### src/rtl/line_sup_pkg.sv
package line_sup_pkg;
  typedef struct packed {
    logic on;
    logic off;
    logic en;
    logic ovp_on;
    logic ovp_off;
  } line_cmp_t;
endpackage

### src/rtl/line_win_filter.sv
module line_win_filter #(
  parameter int CYC = 50
) (
  input  logic clk,
  input  logic rst_n,
  input  logic clr,
  input  logic cond,
  output logic expire
);
  localparam int CW = (CYC < 2) ? 1 : $clog2(CYC + 1);

  logic [CW-1:0] cnt_q, cnt_d;

  always_comb begin
    cnt_d  = cnt_q;
    expire = 1'b0;
    if (clr || !cond) begin
      cnt_d = '0;
    end else if (cnt_q == CW'(CYC - 1)) begin
      cnt_d  = '0;
      expire = 1'b1;
    end else begin
      cnt_d = cnt_q + 1'b1;
    end
  end

  always_ff @(posedge clk or negedge rst_n) begin
    if (!rst_n) cnt_q <= '0;
    else        cnt_q <= cnt_d;
  end

  AST_WIN_RANGE: assert property (@(posedge clk) disable iff (!rst_n)
    cnt_q < CW'(CYC));

  AST_WIN_CLEAR: assert property (@(posedge clk) disable iff (!rst_n)
    !cond |=> cnt_q == '0);
endmodule

### src/rtl/line_en_check.sv
module line_en_check (
  input  logic clk,
  input  logic rst_n,
  input  logic supply_rst,
  input  logic min_cross,
  input  logic above_en,
  output logic dis_q,
  output logic dis_d
);
  logic done_q, done_d;

  always_comb begin
    dis_d  = dis_q;
    done_d = done_q;
    if (supply_rst) begin
      dis_d  = 1'b0;
      done_d = 1'b0;
    end else if (min_cross && !done_q) begin
      dis_d  = !above_en;
      done_d = 1'b1;
    end
  end

  always_ff @(posedge clk or negedge rst_n) begin
    if (!rst_n) begin
      dis_q  <= 1'b0;
      done_q <= 1'b0;
    end else begin
      dis_q  <= dis_d;
      done_q <= done_d;
    end
  end

  AST_DIS_HELD: assert property (@(posedge clk) disable iff (!rst_n)
    dis_q && !supply_rst |=> dis_q);
endmodule

### src/rtl/line_restart_sync.sv
module line_restart_sync (
  input  logic clk,
  input  logic rst_n,
  input  logic fault_q,
  input  logic fault_d,
  input  logic vcc_above_on,
  input  logic vcc_on_evt,
  output logic grant_q,
  output logic ss_q
);
  logic pend_q, pend_d, grant_d, ss_d;

  always_comb begin
    grant_d = grant_q;
    pend_d  = pend_q;
    if (fault_d) begin
      grant_d = 1'b0;
      pend_d  = 1'b0;
    end else if (fault_q) begin
      if (vcc_above_on) grant_d = 1'b1;
      else              pend_d  = 1'b1;
    end else if (pend_q && vcc_on_evt) begin
      grant_d = 1'b1;
      pend_d  = 1'b0;
    end
    ss_d = grant_d && !grant_q;
  end

  always_ff @(posedge clk or negedge rst_n) begin
    if (!rst_n) begin
      grant_q <= 1'b0;
      pend_q  <= 1'b0;
      ss_q    <= 1'b0;
    end else begin
      grant_q <= grant_d;
      pend_q  <= pend_d;
      ss_q    <= ss_d;
    end
  end

  AST_SS_WITH_GRANT: assert property (@(posedge clk) disable iff (!rst_n)
    ss_q |-> grant_q);
  AST_SS_ONE_CYCLE: assert property (@(posedge clk) disable iff (!rst_n)
    ss_q |=> !ss_q);
  AST_PEND_NO_GRANT: assert property (@(posedge clk) disable iff (!rst_n)
    pend_q |-> !grant_q);
endmodule

### src/rtl/line_supervisor.sv
module line_supervisor #(
  parameter int UV_CYC = 50,
  parameter int OV_CYC = 20
) (
  input  logic clk,
  input  logic rst_n,
  input  logic cmp_above_on,
  input  logic cmp_above_off,
  input  logic cmp_above_en,
  input  logic cmp_ovp_on,
  input  logic cmp_ovp_off,
  input  logic vcc_min_cross,
  input  logic vcc_on_evt,
  input  logic vcc_above_on,
  input  logic supply_rst,
  output logic not_ok,
  output logic gen_reset,
  output logic restart_grant,
  output logic ss_req
);
  import line_sup_pkg::*;

  line_cmp_t cmp;
  logic dis_q, dis_d;
  logic bo_nok_q, bo_nok_d, ov_q, ov_d, gen_q, gen_d;
  logic level_ok, uv_cond, ov_cond, bo_recover, uv_exp, ov_exp;
  logic fault_q, fault_d, filt_clr;

  assign cmp = '{on: cmp_above_on, off: cmp_above_off, en: cmp_above_en,
                 ovp_on: cmp_ovp_on, ovp_off: cmp_ovp_off};

  line_en_check u_en (
    .clk(clk), .rst_n(rst_n), .supply_rst(supply_rst),
    .min_cross(vcc_min_cross), .above_en(cmp.en),
    .dis_q(dis_q), .dis_d(dis_d)
  );

  always_comb begin
    level_ok   = bo_nok_q ? cmp.on : cmp.off;
    uv_cond    = !dis_q && !bo_nok_q && !level_ok;
    bo_recover = !dis_q && bo_nok_q && level_ok;
    ov_cond    = !dis_q && !ov_q && cmp.ovp_on;
    filt_clr   = supply_rst || dis_q;
  end

  line_win_filter #(.CYC(UV_CYC)) u_uv (
    .clk(clk), .rst_n(rst_n), .clr(filt_clr), .cond(uv_cond), .expire(uv_exp)
  );

  line_win_filter #(.CYC(OV_CYC)) u_ov (
    .clk(clk), .rst_n(rst_n), .clr(filt_clr), .cond(ov_cond), .expire(ov_exp)
  );

  always_comb begin
    bo_nok_d = bo_nok_q;
    ov_d     = ov_q;
    if (supply_rst) begin
      bo_nok_d = 1'b1;
      ov_d     = 1'b0;
    end else if (dis_q) begin
      bo_nok_d = 1'b0;
      ov_d     = 1'b0;
    end else begin
      if (uv_exp)          bo_nok_d = 1'b1;
      else if (bo_recover) bo_nok_d = 1'b0;
      if (ov_exp)                  ov_d = 1'b1;
      else if (ov_q && !cmp.ovp_off) ov_d = 1'b0;
    end
    gen_d   = !supply_rst && bo_recover;
    fault_q = !dis_q && (bo_nok_q || ov_q);
    fault_d = !dis_d && (bo_nok_d || ov_d);
  end

  always_ff @(posedge clk or negedge rst_n) begin
    if (!rst_n) begin
      bo_nok_q <= 1'b1;
      ov_q     <= 1'b0;
      gen_q    <= 1'b0;
    end else begin
      bo_nok_q <= bo_nok_d;
      ov_q     <= ov_d;
      gen_q    <= gen_d;
    end
  end

  line_restart_sync u_rs (
    .clk(clk), .rst_n(rst_n), .fault_q(fault_q), .fault_d(fault_d),
    .vcc_above_on(vcc_above_on), .vcc_on_evt(vcc_on_evt),
    .grant_q(restart_grant), .ss_q(ss_req)
  );

  assign not_ok    = fault_q;
  assign gen_reset = gen_q;

  AST_GRANT_BLOCKED: assert property (@(posedge clk) disable iff (!rst_n)
    not_ok |-> !restart_grant);
  AST_GENRST_PULSE: assert property (@(posedge clk) disable iff (!rst_n)
    gen_reset |=> !gen_reset);
  AST_GENRST_CAUSE: assert property (@(posedge clk) disable iff (!rst_n)
    gen_reset |-> $past(bo_nok_q) && !bo_nok_q);
  AST_DIS_QUIET: assert property (@(posedge clk) disable iff (!rst_n)
    dis_q |-> !not_ok && !gen_reset);
endmodule

### config.mk
export PLATFORM = sky130hd
export DESIGN_NAME = line_supervisor
export DESIGN_NICKNAME = d
export VERILOG_FILES = /design/src/rtl/line_sup_pkg.sv /design/src/rtl/line_win_filter.sv /design/src/rtl/line_en_check.sv /design/src/rtl/line_restart_sync.sv /design/src/rtl/line_supervisor.sv
export SDC_FILE = /design/constraint.sdc
export NUM_CORES = 1
export LEC_CHECK = 0
export BUFFER_PORTS_ARGS = -buffer_cell sky130_fd_sc_hd__buf_2
export CAP_MARGIN = 30
export CORE_AREA = 2 2 75 48
export DETAILED_ROUTE_END_ITERATION = 7
export DIE_AREA = 0 0 77 50
export HOLD_SLACK_MARGIN = 0.08
export PLACE_DENSITY_LB_ADDON = 0.2
export SLEW_MARGIN = 20
export SYNTH_ARGS = -nofsm -noshare
export SYNTH_HDL_FRONTEND = slang
export SYNTH_HIERARCHICAL = 1
export SYNTH_SLANG_ARGS = --single-unit
### constraint.sdc
create_clock -name clk -period 2 [get_ports clk]
set_clock_uncertainty 0.15 [all_clocks]
set_input_delay 0.2 -clock clk [delete_from_list [all_inputs] [get_ports clk]]
set_output_delay 0.2 -clock clk [all_outputs]
set_load 0.02 [all_outputs]
==> impl.org <==
** Timing
- Setup violations remaining at the end of the flow were counted as 0.
- The final max-slew violation count is 0.
- Actual slew at the worst max-slew pin :: 463 ps
- Derived from the worst setup path, the maximum achievable clock frequency is just over 0.5 GHz.
- Time the worst path needs with I/O delays and setup :: 1970 ps
- Dividing the final minimum period by the clock period gives 0.983.
- Setup repair after global routing left no endpoint under its margin.
- Final worst hold slack :: 97.9 ps
- After routing, the total negative slack on setup checks comes to 0 ps.
- Hold Violations, Final :: 0
- Worst slew margin relative to its limit :: 0.689

** Placement
- HPWL after detailed placement :: 1330 um
- Cell area after placement :: 0.00105 mm2
- Routability cong. :: around 0.77
- The count of buffers added on input and output ports is 14.

** GRT
- Overflow after GRT :: 0
- Wire length of the first global-routing pass :: 3180 um
- Via count of the first global-routing pass :: 715
- Global Route Usage Sum :: 0.106
- The number of antenna violations at the first check in global routing is 0.
- Entering global routing, the biggest net connects 20 pins.

** Pwr
- Total power per unit cell area :: 676 mW/mm2
- Peak supply drop :: 0.306 mV
- Internal power comes to about 0.59 mW.
- Of the total power, combinational logic draws 0.134.
- Standby leakage power :: 0.532 nW
- For this design the total switching power over the nets is 0.196 mW.
- Clk network pwr share :: 0.337
- Of the total power, the share spent switching nets is 0.250.
- Of the total power, registers draw 0.530.

** Floorplanning
- In this run the standard cell core region covers roughly 0.0032 mm2.
- Site row count :: 16
- The initial utilization of the core area, before any placement, comes to 0.290.
- In this run the vertical extent of the chip is 50 um.
- The die covers 0.00385 mm2.
- Die width :: 77 um
- Number of top-level pins :: 15

** Finish
- Final Util :: 0.366
- Max FFs per register :: 6
- Fraction of layout cells with a size suffix above 1 :: 0.273
- Ant. Diodes :: 0
- Register with the most flip-flops :: u_uv/cnt_q
- Registers with the highest flip-flop counts :: u_uv/cnt_q: 6 flops, u_ov/cnt_q: 5 flops
- Fill cell instance count of the final layout :: around 360
- Once layout is done, the placed cells without fillers occupy 0.00116 mm2.
- Relative area change from synthesis to final layout :: 26.2%
- NumNets Final :: 125

** Logic synthesis
- Mapped cell area :: 916 um2
- Post-synth cell types :: 28
- Of the synthesized area, sequential elements account for 0.520.
- Yosys reg bits :: 19
- Average footprint of a synthesized cell :: 10.6 um2
- The number of nets handed over by synthesis was 100.
- Yosys Warn Count :: 6
- Cells after Synth :: 86

** Critical path
- Across all register-to-register paths, the minimum setup slack is around 170 ps.
- WP data arrival :: 1940 ps
- Critical-path maximum fanout :: 6
- Worst Setup End Kind :: flip-flop
- Critical path type :: input port to flip-flop
- Kind of start point of the critical path :: input port
- STA puts the critical path data required time at approximately 2000 ps.

** Clock network
- CTS sink cnt :: 19
- In this run the clock root is driven by a sky130_fd_sc_hd__clkbuf_8.
- Max H-tree Level :: 1
- Clock transition at the registers of the reported paths :: around 70 ps
- TritonCTS built the clock tree.
- Clock latency at the later pin of the worst-skew pair :: 250 ps
- TritonCTS buffer count :: 3
- Maximum root-to-sink buffer count :: 2

** Drt
- Dividing the detail-routed wire length by the instance count gives about 11 um.
- The detailed router finished its first iteration with 29 violations.
- Wirelength, routed :: 1740 um
- Residual DRC count :: 0
- Routed Antenna Nets :: 0
- The first detailed-routing pass took 4 iterations.
- The routed layout has 667 vias.
- Using the TritonRoute via totals, the vias-per-cell ratio works out to 4.30.

** Outcome
- Run status :: complete, no violations

** Min path
- Hold crit path type :: input port to flip-flop

** Job
- Number of maximum-capacitance constraint violations :: 0
## layer usage
metal | track usage | routed length (um) | vias to the layer above
li1 | - | - | 338
met1 | 0.146 | 909 | 317
met2 | 0.161 | 757 | 10
met3 | 0.0440 | 64 | 2
met4 | 0.00893 | 4 | 0
met5 | 0 | 0 | -
## cells in the mapped netlist, drive strengths merged
| master | instances | area, um2 |
|---|---|---|
| xor2 | 3 | 26.3 |
| inv | 5 | 18.8 |
| nand3b | 2 | 31.3 |
| nor2 | 17 | 63.8 |
| a21oi | 5 | 28.8 |
| a221oi | 1 | 15.0 |
| nand2b | 2 | 12.5 |
| and3b | 2 | 17.5 |
| nand4bb | 2 | 22.5 |
| ha | 3 | 37.5 |
| nand2 | 3 | 11.3 |
| xnor2 | 3 | 26.3 |
| a211oi | 2 | 25.0 |
| and2 | 1 | 6.26 |
| nor3b | 2 | 15.0 |
| dfstp | 1 | 26.3 |
| and2b | 1 | 7.51 |
| or3 | 1 | 6.26 |
| nor2b | 1 | 6.26 |
| or2 | 1 | 6.26 |
| dfrtp | 18 | 450 |
| o21ai | 4 | 20.0 |
| nand3 | 4 | 25.0 |
| nor3 | 2 | 10.0 |
## worst max-delay path: stages
cell,delay (ps)
sky130_fd_sc_hd__dlygate4sd3_1,530
sky130_fd_sc_hd__buf_2,150
sky130_fd_sc_hd__or2_4,260
sky130_fd_sc_hd__nor2b_2,120
sky130_fd_sc_hd__and2_1,150
sky130_fd_sc_hd__nor3_1,60
sky130_fd_sc_hd__a221oi_2,380
sky130_fd_sc_hd__a211oi_2,80
## metrics by stage
| step | std cells | worst slack (ps) | power, mW |
|---|---|---|---|
| 2_1_floorplan | 86 | 327 | 0.475 |
| 3_5_place_dp | 146 | 158 | 0.517 |
| 6_report | 155 | 34.2 | 0.782 |
| 3_3_place_gp | 146 | 198 | 0.516 |
| 4_1_cts | 155 | 14.1 | 0.795 |
| 5_1_grt | 155 | 15.0 | 0.829 |
## kinds of logic after synthesis
kind of cell	synth area share
simple gates	0.264
flops	0.520
compound gates	0.0970
xor+xnor	0.0574
buf+inv	0.0205
fa+ha+maj	0.0410
## placed cells by master (no fill, tap or decap), types with 2 or more instances in the layout
cell type                       count
sky130_fd_sc_hd__a211oi_2           2
sky130_fd_sc_hd__a21oi_1            4
sky130_fd_sc_hd__and3b_1            2
sky130_fd_sc_hd__buf_2             14
sky130_fd_sc_hd__clkbuf_8           3
sky130_fd_sc_hd__dfrtp_1           18
sky130_fd_sc_hd__dlygate4sd3_1      5
sky130_fd_sc_hd__ha_1               3
sky130_fd_sc_hd__inv_1              5
sky130_fd_sc_hd__nand2_1            3
sky130_fd_sc_hd__nand2b_1           2
sky130_fd_sc_hd__nand3_1            3
sky130_fd_sc_hd__nand4bb_1          2
sky130_fd_sc_hd__nor2_1            17
sky130_fd_sc_hd__nor3_1             2
sky130_fd_sc_hd__o21ai_0            3
sky130_fd_sc_hd__xnor2_1            3
sky130_fd_sc_hd__xor2_1             3
## cell type report
type | count | area [um2] | share of cell area
sequential | 19 | 477 | 0.412
multi-input combinational | 62 | 430 | 0.372
timing repair buffer | 20 | 128 | 0.110
tap | 45 | 56.3 | 0.0487
clock buffer | 3 | 41.3 | 0.0357
inverter | 5 | 18.8 | 0.0162
clock inverter | 1 | 5.00 | 0.00433
## power by group through the flow
stage          combinational (mW)  sequential [mW]  clock [mW]
5_1_grt                     0.116            0.417       0.295
4_1_cts                     0.104            0.414       0.276
3_5_place_dp               0.0951            0.422           0
6_report                    0.104            0.414       0.263
3_3_place_gp               0.0942            0.422           0
2_1_floorplan              0.0470            0.427           0
## timing repair
action / 4_1_cts / 5_1_grt
hold buffers: 5 / 0
resized for setup: 0 / 3
setup buffers: 0 / 0
endpoints found under the hold margin: 23 / 0
endpoints found under the setup margin: 0 / 3
## final timing paths
check                              start       endpoint  depth (start not counted)
max reg2reg                   u_en/dis_q      u_rs/ss_q                          6
min reg2reg                u_ov/cnt_q[0]  u_ov/cnt_q[0]                          1
min                           vcc_on_evt   u_rs/grant_q                          3
max in group asynchronous          rst_n       bo_nok_q                          2
min in group asynchronous          rst_n           ov_q                          2
max                           supply_rst      u_rs/ss_q                          8
Power figures use the tool's default switching activity.
